File: config.mk
export PLATFORM = sky130hd
export DESIGN_NAME = uart_rx_buffer
export DESIGN_NICKNAME = d
export VERILOG_FILES = /design/src/rtl/rxb_pkg.sv /design/src/rtl/rxb_store.sv /design/src/rtl/rxb_frame_len.sv /design/src/rtl/rxb_idle_timer.sv /design/src/rtl/uart_rx_buffer.sv
export SDC_FILE = /design/constraint.sdc
export NUM_CORES = 1
export LEC_CHECK = 0
export BUFFER_PORTS_ARGS = -buffer_cell sky130_fd_sc_hd__buf_2
export CAP_MARGIN = 15
export CORE_AREA = 2 2 159 130
export CTS_CLUSTER_DIAMETER = 80
export DETAILED_ROUTE_END_ITERATION = 12
export DIE_AREA = 0 0 161 132
export MAX_ROUTING_LAYER = met4
export PLACE_DENSITY = 0.63
export SKIP_CTS_REPAIR_TIMING = 1
export SYNTH_ARGS = -nofsm -noshare
export SYNTH_HDL_FRONTEND = slang
export SYNTH_SLANG_ARGS = --single-unit
File: constraint.sdc
create_clock -name clk -period 5 [get_ports clk]
set_input_delay 0.5 -clock clk [delete_from_list [all_inputs] [get_ports clk]]
set_output_delay 0.5 -clock clk [all_outputs]
set_load 0.02 [all_outputs]
File: src/rtl/rxb_pkg.sv
package rxb_pkg;

  typedef enum logic [1:0] {
    TRIG_1  = 2'd0,
    TRIG_4  = 2'd1,
    TRIG_8  = 2'd2,
    TRIG_14 = 2'd3
  } trig_e;

  function automatic int unsigned trig_depth(trig_e t);
    case (t)
      TRIG_1:  return 1;
      TRIG_4:  return 4;
      TRIG_8:  return 8;
      default: return 14;
    endcase
  endfunction

endpackage

File: src/rtl/rxb_store.sv
module rxb_store #(
  parameter int DW    = 8,
  parameter int DEPTH = 16,
  localparam int AW   = $clog2(DEPTH)
) (
  input  logic          clk,
  input  logic          rst,
  input  logic          we,
  input  logic [AW-1:0] waddr,
  input  logic [DW-1:0] wdata,
  input  logic          re,
  input  logic [AW-1:0] raddr,
  output logic [DW-1:0] rdata
);

  logic [DW-1:0] mem [DEPTH];

  // array without reset so it maps onto RAM
  always_ff @(posedge clk) begin
    if (we) mem[waddr] <= wdata;
  end

  // registered read port; holds its value when no read is accepted
  always_ff @(posedge clk) begin
    if (rst)     rdata <= '0;
    else if (re) rdata <= mem[raddr];
  end

  // read and write never target the same slot (empty/full guards)
  p_no_rw_collide_r6: assert property (@(posedge clk) disable iff (rst)
    !(we && re && (waddr == raddr)));

endmodule

File: src/rtl/rxb_frame_len.sv
module rxb_frame_len #(
  parameter int TO_CHARS = 4,
  parameter int LW       = 8
) (
  input  logic [3:0]    lcr_fmt,
  output logic [LW-1:0] limit
);

  logic [3:0] bits;

  always_comb begin
    // start + 5..8 data + first stop + optional stop + optional parity
    bits  = 4'd7 + {2'b00, lcr_fmt[1:0]} + {3'b000, lcr_fmt[2]} + {3'b000, lcr_fmt[3]};
    limit = LW'(TO_CHARS) * LW'(bits);
  end

endmodule

File: src/rtl/rxb_idle_timer.sv
module rxb_idle_timer #(
  parameter int LW = 8
) (
  input  logic          clk,
  input  logic          rst,
  input  logic          run,
  input  logic          restart,
  input  logic          tick,
  input  logic [LW-1:0] limit,
  output logic          fire
);

  logic [LW-1:0] cnt_q;

  assign fire = run && !restart && tick && (cnt_q >= limit - LW'(1));

  always_ff @(posedge clk) begin
    if (rst)                 cnt_q <= '0;
    else if (restart || !run) cnt_q <= '0;
    else if (tick)           cnt_q <= fire ? '0 : cnt_q + LW'(1);
  end

endmodule

File: src/rtl/uart_rx_buffer.sv
module uart_rx_buffer
  import rxb_pkg::*;
#(
  parameter int DW       = 8,
  parameter int DEPTH    = 16,
  parameter int TO_CHARS = 4,
  parameter int LW       = 8,
  localparam int AW      = $clog2(DEPTH),
  localparam int CW      = AW + 1
) (
  input  logic          clk,
  input  logic          rst,
  input  logic          rx_valid,
  input  logic [DW-1:0] rx_data,
  input  logic          rd_strobe,
  input  logic          status_ack,
  input  logic          fcr_wr,
  input  logic [7:0]    fcr_data,
  input  logic [3:0]    lcr_fmt,
  input  logic          bit_tick,
  output logic [DW-1:0] rd_data,
  output logic          data_ready,
  output logic          overrun,
  output logic          rx_irq,
  output logic          timeout_irq
);

  logic          fifo_en_q, dr_q, rxirq_q, pend_q, ovr_q, src_fifo_q;
  trig_e         trig_q;
  logic [CW-1:0] count_q;
  logic [AW-1:0] wptr_q, rptr_q;
  logic [DW-1:0] hold_q, out_q;

  logic          unused_fcr;
  assign unused_fcr = ^fcr_data[5:2];

  // ---------------- decode of strobes ----------------
  logic mode_flip, flush_rx, acc_wr, drop_wr, acc_rd, any_rd;
  logic nf_wr, nf_rd;
  trig_e trig_n;
  logic [CW-1:0] thr, count_n;

  always_comb begin
    mode_flip = fcr_wr && (fcr_data[0] != fifo_en_q);
    flush_rx  = fcr_wr && (mode_flip || (fcr_data[0] && fcr_data[1]));
    acc_wr    = fifo_en_q && rx_valid && !fcr_wr && (count_q != CW'(DEPTH));
    drop_wr   = fifo_en_q && rx_valid && !fcr_wr && (count_q == CW'(DEPTH));
    any_rd    = fifo_en_q && rd_strobe && !fcr_wr;
    acc_rd    = any_rd && (count_q != '0);
    nf_wr     = !fifo_en_q && rx_valid && !fcr_wr;
    nf_rd     = !fifo_en_q && rd_strobe && !fcr_wr;
    trig_n    = fcr_wr ? trig_e'(fcr_data[7:6]) : trig_q;
    thr       = CW'(trig_depth(trig_n));
    if (flush_rx) count_n = '0;
    else          count_n = count_q + CW'(acc_wr) - CW'(acc_rd);
  end

  // ---------------- storage ----------------
  logic [DW-1:0] mem_rdata;

  rxb_store #(.DW(DW), .DEPTH(DEPTH)) u_store (
    .clk   (clk),
    .rst   (rst),
    .we    (acc_wr),
    .waddr (wptr_q),
    .wdata (rx_data),
    .re    (acc_rd),
    .raddr (rptr_q),
    .rdata (mem_rdata)
  );

  // ---------------- idle timeout ----------------
  logic [LW-1:0] limit;
  logic          tmr_run, tmr_restart, fire;

  rxb_frame_len #(.TO_CHARS(TO_CHARS), .LW(LW)) u_frame_len (
    .lcr_fmt (lcr_fmt),
    .limit   (limit)
  );

  assign tmr_run     = fifo_en_q && (count_q != '0) && !pend_q;
  assign tmr_restart = acc_wr || any_rd || fcr_wr;

  rxb_idle_timer #(.LW(LW)) u_idle_timer (
    .clk     (clk),
    .rst     (rst),
    .run     (tmr_run),
    .restart (tmr_restart),
    .tick    (bit_tick),
    .limit   (limit),
    .fire    (fire)
  );

  // ---------------- next-state of flags ----------------
  logic dr_n, rxirq_n, pend_n, ovr_n;

  always_comb begin
    dr_n = dr_q;
    if (mode_flip) begin
      dr_n = 1'b0;
    end else if (fifo_en_q) begin
      if (flush_rx || count_n == '0)  dr_n = 1'b0;
      else if (count_n >= thr || fire) dr_n = 1'b1;
    end else begin
      if (nf_wr)      dr_n = 1'b1;
      else if (nf_rd) dr_n = 1'b0;
    end

    if (mode_flip)      rxirq_n = 1'b0;
    else if (fifo_en_q) rxirq_n = (count_n >= thr);
    else                rxirq_n = dr_n;

    pend_n = pend_q;
    if (flush_rx || any_rd) pend_n = 1'b0;
    else if (fire)          pend_n = 1'b1;

    ovr_n = ovr_q;
    if (status_ack) ovr_n = 1'b0;
    if (drop_wr || (nf_wr && dr_q && !rd_strobe)) ovr_n = 1'b1;
  end

  // ---------------- state registers ----------------
  always_ff @(posedge clk) begin
    if (rst) begin
      fifo_en_q  <= 1'b0;
      trig_q     <= TRIG_1;
      count_q    <= '0;
      wptr_q     <= '0;
      rptr_q     <= '0;
      dr_q       <= 1'b0;
      rxirq_q    <= 1'b0;
      pend_q     <= 1'b0;
      ovr_q      <= 1'b0;
      hold_q     <= '0;
      out_q      <= '0;
      src_fifo_q <= 1'b0;
    end else begin
      if (fcr_wr) fifo_en_q <= fcr_data[0];
      trig_q  <= trig_n;
      count_q <= count_n;
      if (flush_rx) begin
        wptr_q <= '0;
        rptr_q <= '0;
      end else begin
        if (acc_wr) wptr_q <= wptr_q + AW'(1);
        if (acc_rd) rptr_q <= rptr_q + AW'(1);
      end
      dr_q    <= dr_n;
      rxirq_q <= rxirq_n;
      pend_q  <= pend_n;
      ovr_q   <= ovr_n;
      if (nf_wr) hold_q <= rx_data;
      if (nf_rd) begin
        out_q      <= hold_q;
        src_fifo_q <= 1'b0;
      end else if (acc_rd) begin
        src_fifo_q <= 1'b1;
      end
    end
  end

  assign rd_data     = src_fifo_q ? mem_rdata : out_q;
  assign data_ready  = dr_q;
  assign overrun     = ovr_q;
  assign rx_irq      = rxirq_q;
  assign timeout_irq = pend_q;

  // ---------------- assertions ----------------
  p_count_bound_r7: assert property (@(posedge clk) disable iff (rst)
    count_q <= CW'(DEPTH));

  p_timeout_mode_r8: assert property (@(posedge clk) disable iff (rst)
    timeout_irq |-> fifo_en_q);

  p_read_clears_to_r9: assert property (@(posedge clk) disable iff (rst)
    (rd_strobe && !fcr_wr) |=> !timeout_irq);

  p_ovr_cause_r3: assert property (@(posedge clk) disable iff (rst)
    $rose(overrun) |-> $past(rx_valid));

  p_dr_fall_cause_r5: assert property (@(posedge clk) disable iff (rst)
    $fell(data_ready) |-> $past(rd_strobe || fcr_wr));

endmodule

## After elaboration in Yosys (flattened, before gate mapping)

Memory sizes are Yosys's and may differ from the RTL's. A register that Yosys moved wholly into a read port is not among the register bits.
Index checks and enable logic that the tools add are counted.
Widths: inputs -> output; s select.

| storage, ports and cells | value |
|---|---|
| register bits after elaboration | 45 |
| memory bits (writable) | 128 |
| bits of input ports | 27 |
| logic and storage cells | 90 |
| memories kept | 1 |

Memory list:

| name | depth | bits a word | rd ports | clocked after memory_dff | write ports | line | source |
|---|---|---|---|---|---|---|---|
| u_store.mem | 16 | 8 | 1 | 1 | 1 | rxb_store.sv:16 | `logic [DW-1:0] mem [DEPTH];` |

| cells by class | value |
|---|---|
| $add $sub $neg | 9 |
| order comparisons | 2 |
| equality and inequality tests | 5 |
| multiplexer cells | 16 |
| reduce and logical (&&, ||, !) cells | 44 |

Operators with widths:

| operator | count |
|---|---|
| $logic_and 1x1->1 | 21 |
| $mux 8 | 2 |
| $pmux 4 s3 | 1 |
| $mux 1 | 11 |
| $reduce_or 2->1 | 5 |
| $add 4x1->4 | 2 |
| $add 4x1->4 const B | 2 |
| $add 8x1->8 const B | 1 |
| $ge 8x8->1 | 1 |
| $logic_or 1x1->1 | 8 |
| $sub 6x1->7 const B | 1 |
| $logic_not 1->1 | 6 |
| $add 5x1->5 | 1 |
| $eq 5x5->1 const B | 1 |
| $ge 5x5->1 | 1 |
| $logic_not 5->1 | 1 |
| $mux 5 | 1 |
| $ne 5x5->1 const B | 1 |
| $reduce_bool 5->1 | 1 |
| $sub 5x1->5 | 1 |
| $add 3x2->4 const A | 1 |
| $eq 2x1->1 const B | 1 |
| $eq 2x2->1 const B | 1 |
| $logic_not 2->1 | 1 |
| 3 further kinds | 3 |

## Logic depth before layout (Yosys ltp)

| logic depth | value |
|---|---|
| depth after elaboration | 15 |
| gate-level depth with buffers | 18 |
| gate-level depth less buffers | 17 |

## By module

A second synthesis with hierarchy kept.

| second synthesis, totals | value |
|---|---|
| cells, all modules | 621 |
| area, all modules | 8010.2 µm² |

By module, submodules not included:

| module | instances | cells each | area an instance (µm²) | sequential area each (µm²) |
|---|---|---|---|---|
| rxb_store | 1 | 316 | 5343.9 | 4003.8 |
| uart_rx_buffer | 1 | 211 | 1835.5 | 740.7 |
| rxb_idle_timer | 1 | 77 | 689.4 | 160.2 |
| rxb_frame_len | 1 | 17 | 141.4 | 0.0 |

## Least setup slack after synthesis

OpenSTA, ideal clock, no wires.

| timing | value |
|---|---|
| path kind | reg-to-reg |
| start point | register count_q[3] |
| end point | register dr_q (netlist: data_ready) |
| arrival time | 3.461 ns |
| data required time | 4.871 ns |
| path slack | 1.411 ns |
| cell stages (with the launch flop) | 19 |
| path buffers | 1 |
| period minus slack after synthesis | 3.589 ns |
| cells stage by stage | dfxtp_1 > inv_1 > ha_1 > or4b_4 > nand3_2 > inv_1 > buf_2 > ha_1 > inv_1 > ha_1 > fa_1 > xnor2_1 > or2_2 > inv_1 > ha_1 > o21ai_0 > o21ai_0 > o41ai_1 > a21oi_1 |

| on the way | value |
|---|---|
| elaborated cells on any way between the ends | 23 |
| those cells by class | add/sub (2); order compare (1); eq/ne (1); mux (5); reduce/logical (14) |

RTL lines:

| element | line | source |
|---|---|---|
| from (decl) | uart_rx_buffer.sv:30 | `logic [CW-1:0] count_q;` |
| from (signal assigned) | uart_rx_buffer.sv:140 | `count_q <= count_n;` |
| $reduce_bool 5->1 (*) | uart_rx_buffer.sv:49 | `acc_rd = any_rd && (count_q != '0);` |
| $logic_and 1x1->1 (*) | uart_rx_buffer.sv:49 |  |
| net acc_rd | uart_rx_buffer.sv:38 | `logic mode_flip, flush_rx, acc_wr, drop_wr, acc_rd, any_rd;` |
| $sub 5x1->5 (*) | uart_rx_buffer.sv:55 | `else count_n = count_q + CW'(acc_wr) - CW'(acc_rd);` |
| $mux 5 (*) | uart_rx_buffer.sv:54 | `if (flush_rx) count_n = '0;` |
| net count_n[2] | uart_rx_buffer.sv:41 | `logic [CW-1:0] thr, count_n;` |
| $ge 5x5->1 | uart_rx_buffer.sv:103 | `else if (count_n >= thr \|\| fire) dr_n = 1'b1;` |
| $logic_or 1x1->1 | uart_rx_buffer.sv:103 |  |
| $mux 1 | uart_rx_buffer.sv:103 |  |
| $mux 1 (*) | uart_rx_buffer.sv:102 | `if (flush_rx \|\| count_n == '0) dr_n = 1'b0;` |
| $mux 1 (*) | uart_rx_buffer.sv:101 | `end else if (fifo_en_q) begin` |
| $mux 1 (*) | uart_rx_buffer.sv:99 | `if (mode_flip) begin` |
| to (signal assigned) | uart_rx_buffer.sv:148 | `dr_q <= dr_n;` |
| to (decl) | uart_rx_buffer.sv:28 | `logic fifo_en_q, dr_q, rxirq_q, pend_q, ovr_q, src_fifo_q;` |

The timed path passes the listed nets; every way through them passes the cells marked *.
A chain may end at the register's enable or synchronous reset.

## Worst setup path after layout

| timing | value |
|---|---|
| start point | register count_q[2] |
| end point | register dr_q (netlist: data_ready) |

| on the way | value |
|---|---|
| elaborated cells on any way between the ends | 23 |
| those cells by class | add/sub (2); order compare (1); eq/ne (1); mux (5); reduce/logical (14) |

RTL lines:

| element | line | source |
|---|---|---|
| $ne 5x5->1 | uart_rx_buffer.sv:46 | `acc_wr = fifo_en_q && rx_valid && !fcr_wr && (count_q != CW'(DEPTH));` |
| $logic_and 1x1->1 | uart_rx_buffer.sv:46 |  |
| $add 5x1->5 | uart_rx_buffer.sv:55 |  |
| $sub 5x1->5 (*) | uart_rx_buffer.sv:55 |  |
| $mux 5 (*) | uart_rx_buffer.sv:54 |  |
| net count_n[2] | uart_rx_buffer.sv:41 |  |
| $ge 5x5->1 | uart_rx_buffer.sv:103 |  |
| $logic_or 1x1->1 | uart_rx_buffer.sv:103 |  |
| $mux 1 | uart_rx_buffer.sv:103 |  |
| $mux 1 (*) | uart_rx_buffer.sv:102 |  |
| $mux 1 (*) | uart_rx_buffer.sv:101 |  |
| $mux 1 (*) | uart_rx_buffer.sv:99 |  |

Marks and branches as above.

==> flow_metrics.tcl <==
set metrics [dict create \
    status "completed" \
    maxCapViolCount 0 \
    htreeDepth 4 \
    io_pins 39 \
    synthTopCellsByArea "edfxtp_1 50%, dfxtp_1 14%, mux4_1 6.4%" \
    fillCellCount 1763 \
    slew-limit-headroom_pct 31.89 \
    io_buffers 34 \
    synth.distinct_cells 49 \
    cts_root_buffer "clkbuf_16" \
    yosysMostFrequentCell "edfxtp_1" \
    die_w_um 161 \
    cts.sinks 181 \
    yosys_warnings 0 \
    slew_viol_final 0 \
    fp.dieH_um 132 \
    syn_area_sq_um 7746 \
    cp-end-kind "register" \
    drive_gt1_share_pct 18.69 \
    reg2reg_from "count_q[2]$_SDFF_PP0_" \
    synth_nets 584 \
    leakagePower_nw 2.993 \
    grt_max_degree 36 \
    synth_top_cell_by_area "edfxtp_1" \
    grt-ovfl-total 0 \
    dieArea_sq_um 21250 \
    final_cell_count_no_fill 842 \
    vias 4330 \
    coreArea_sq_um 19570 \
    start_util_pct 39.58 \
    syn2layout_area_growth_pct 13.68 \
    crit_required_ns 5.30 \
    crit_type "reg -> reg" \
    grt_pass1_vias 4182 \
    drc 0 \
    max_freq_ghz 0.2415 \
    wl_per_cell_um 17.43 \
    synth_edf_count 128 \
    dp.cells 809 \
    hold_viol_final 0 \
    final-setup-viol-count 0 \
    grt_pass1_wl_mm 23.04 \
    synthCells 529 \
    setup_ws_ns 0.8599 \
    yosys_register_bits 181 \
    syn_avg_cell_area_sq_um 14.64 \
    finalWirelength_mm 14.67 \
    worstReg2RegEnd "data_ready$_SDFF_PP0_" \
    fin_skew_ns 0.01227 \
    rr_worst_depth 17 \
    clk_pin_slew_ns 0.07 \
    grt_usage_pct 14.63 \
    ys_async_sr_fraction_pct 0 \
    synth-main-ff-cell "edfxtp_1" \
    powerDensity_nw_per_um2 354.5 \
    power.total_mw 3.122 \
    fin_crit_sh_pct 82.80 \
    hpwl_mm 9.927 \
    worstPathArrival_ns 4.44 \
    nNetsFinal 620 \
    dr.pass1.iters 4 \
    r2r_slack_ns 0.86 \
    rsz0062_at_grt "false" \
    holdPathStages 2 \
    fp-row-count 46 \
    synthTopCellsByCount "128 x edfxtp_1, 67 x nand2_1, 53 x dfxtp_1" \
    cts_tree "built" \
    antenna_found_initial 0 \
    ys_seq_area_share_pct 63.32 \
    ant_nets 0 \
    place_congestion 0.7766 \
    netlist.area_leader.share_pct 49.62 \
    endpoint "data_ready$_SDFF_PP0_" \
    start_kind "register" \
    antenna_cells 0 \
    drt_iter0_markers 374 \
    fin_tns_setup_ns 0 \
    worst_slew_pin_slew_ns 1.014 \
    place_ws_ns 0.9677 \
    clk_path_buf_depth 2 \
    period_needed_ns 4.140 \
    insertion_delay_ns 0.43 \
    multiInputGateArea_sq_um 2646 \
    hold_path_class "in -> reg" \
    ir_worst_vdd_v 0.0002363 \
    detail_route.vias_per_cell 5.143 \
    seq_area_sq_um 4907 \
    startpoint "count_q[2]$_SDFF_PP0_" \
    critPathMaxFanout 14 \
    fin_util_pct 45.00 \
    cts_buffers 17 \
]
==> registers in the layout, indices dropped and copies added (netlist names) <==
signal / flops
count_q: 5
data_ready: 1
fifo_en_q: 1
hold_q: 8
out_q: 8
overrun: 1
rptr_q: 4
rx_irq: 1
src_fifo_q: 1
timeout_irq: 1
trig_q: 2
u_idle_timer.cnt_q: 8
u_store.mem: 128
u_store.rdata: 8
wptr_q: 4
==> stage by stage <==
step                      hold WS [ns]  cell area [sq um]
final                           0.3568               8806
after global routing            0.3482               8806
after CTS                       0.3351               8786
after detailed placement        0.4427               8163
after global placement          0.4378               8163
after floorplan                 0.4321               7746
==> routing by layer <==
metal / part of all wire, % / global-route usage [%] / routed length, um / vias to the layer above
met4: 0.82 / 4.762 / 120 / 0
met3: 4.2 / 3.083 / 619 / 9
met1: 50 / 21.17 / 7371 / 2191
met5: 0 / - / 0 / -
li1: - / - / - / 2054
met2: 45 / 20.60 / 6561 / 76
==> worst max-delay path, cell delays in order, from the launching register on <==
cell,delay (ns)
dfxtp_1,0.32
inv_1,0.07
ha_1,0.17
or4b_4,0.50
nand3_2,0.23
inv_1,0.30
ha_1,0.37
inv_1,0.04
ha_1,0.20
fa_1,0.42
xnor2_1,0.17
or2_2,0.31
inv_1,0.07
ha_1,0.22
o21ai_0,0.13
o21ai_0,0.14
o41ai_1,0.28
a21oi_1,0.07
==> cells in the final DEF (no fill, tap or decap), types with 3 or more instances in the layout <==
cell type  synthesis  layout
nor2b_1            6       6
o21ai_0            8       8
buf_4              0       4
nor2_1            40      40
nand2b_1           3       3
a21oi_1           33      33
nand4_1            7       7
dfxtp_1           53      51
nor3_1             7       7
a211oi_1           3       3
buf_2              3      34
mux4_2            21      21
xnor2_1            6       6
mux2_2            10      10
xor2_1            12      12
inv_8              0       3
edfxtp_1         128     128
inv_6              0       3
nand2_1           67      67
inv_1             21      21
clkbuf_16          0      17
mux4_1            19      19
and2_1             5       5
ha_1              26      26
bufinv_16          0       3
==> area by class of cell <==
cell class	instances	area share, %
clock buffers	18	4.874
well taps	264	3.751
flip-flops and latches	181	55.73
repair buffers	39	2.501
clock inverters	14	2.202
inverters	21	0.8951
multi-input cells	305	30.05
==> how the worst min path moves through the flow <==
stage,start,end,slack (ns)
2_1_floorplan,hold_q[0]$_SDFFE_PP0P_,out_q[0]$_SDFFE_PP0P_,0.43
3_3_place_gp,hold_q[5]$_SDFFE_PP0P_,out_q[5]$_SDFFE_PP0P_,0.44
3_5_place_dp,hold_q[5]$_SDFFE_PP0P_,out_q[5]$_SDFFE_PP0P_,0.44
4_1_cts,rd_strobe,timeout_irq$_SDFFE_PP0N_,0.34
5_1_grt,rd_strobe,timeout_irq$_SDFFE_PP0N_,0.35
6_report,rd_strobe,timeout_irq$_SDFFE_PP0N_,0.36
==> where the power goes <==
part,switching [mW],internal (mW),leakage (nW),total (mW)
registers,0.00577,1.61,1.58,1.62
clock network,0.589,0.805,0.298,1.39
logic,0.0717,0.0402,1.11,0.112
total,0.667,2.46,2.99,3.12
==> cells by family after synthesis <==
kind of cell	synth area share, %
compound gates	4.313
xor+xnor	2.035
fa+ha+maj	4.717
buf+inv	2.520
flops	63.32
mux	14.13
simple gates	8.965
(Power assumes the default switching activity.)
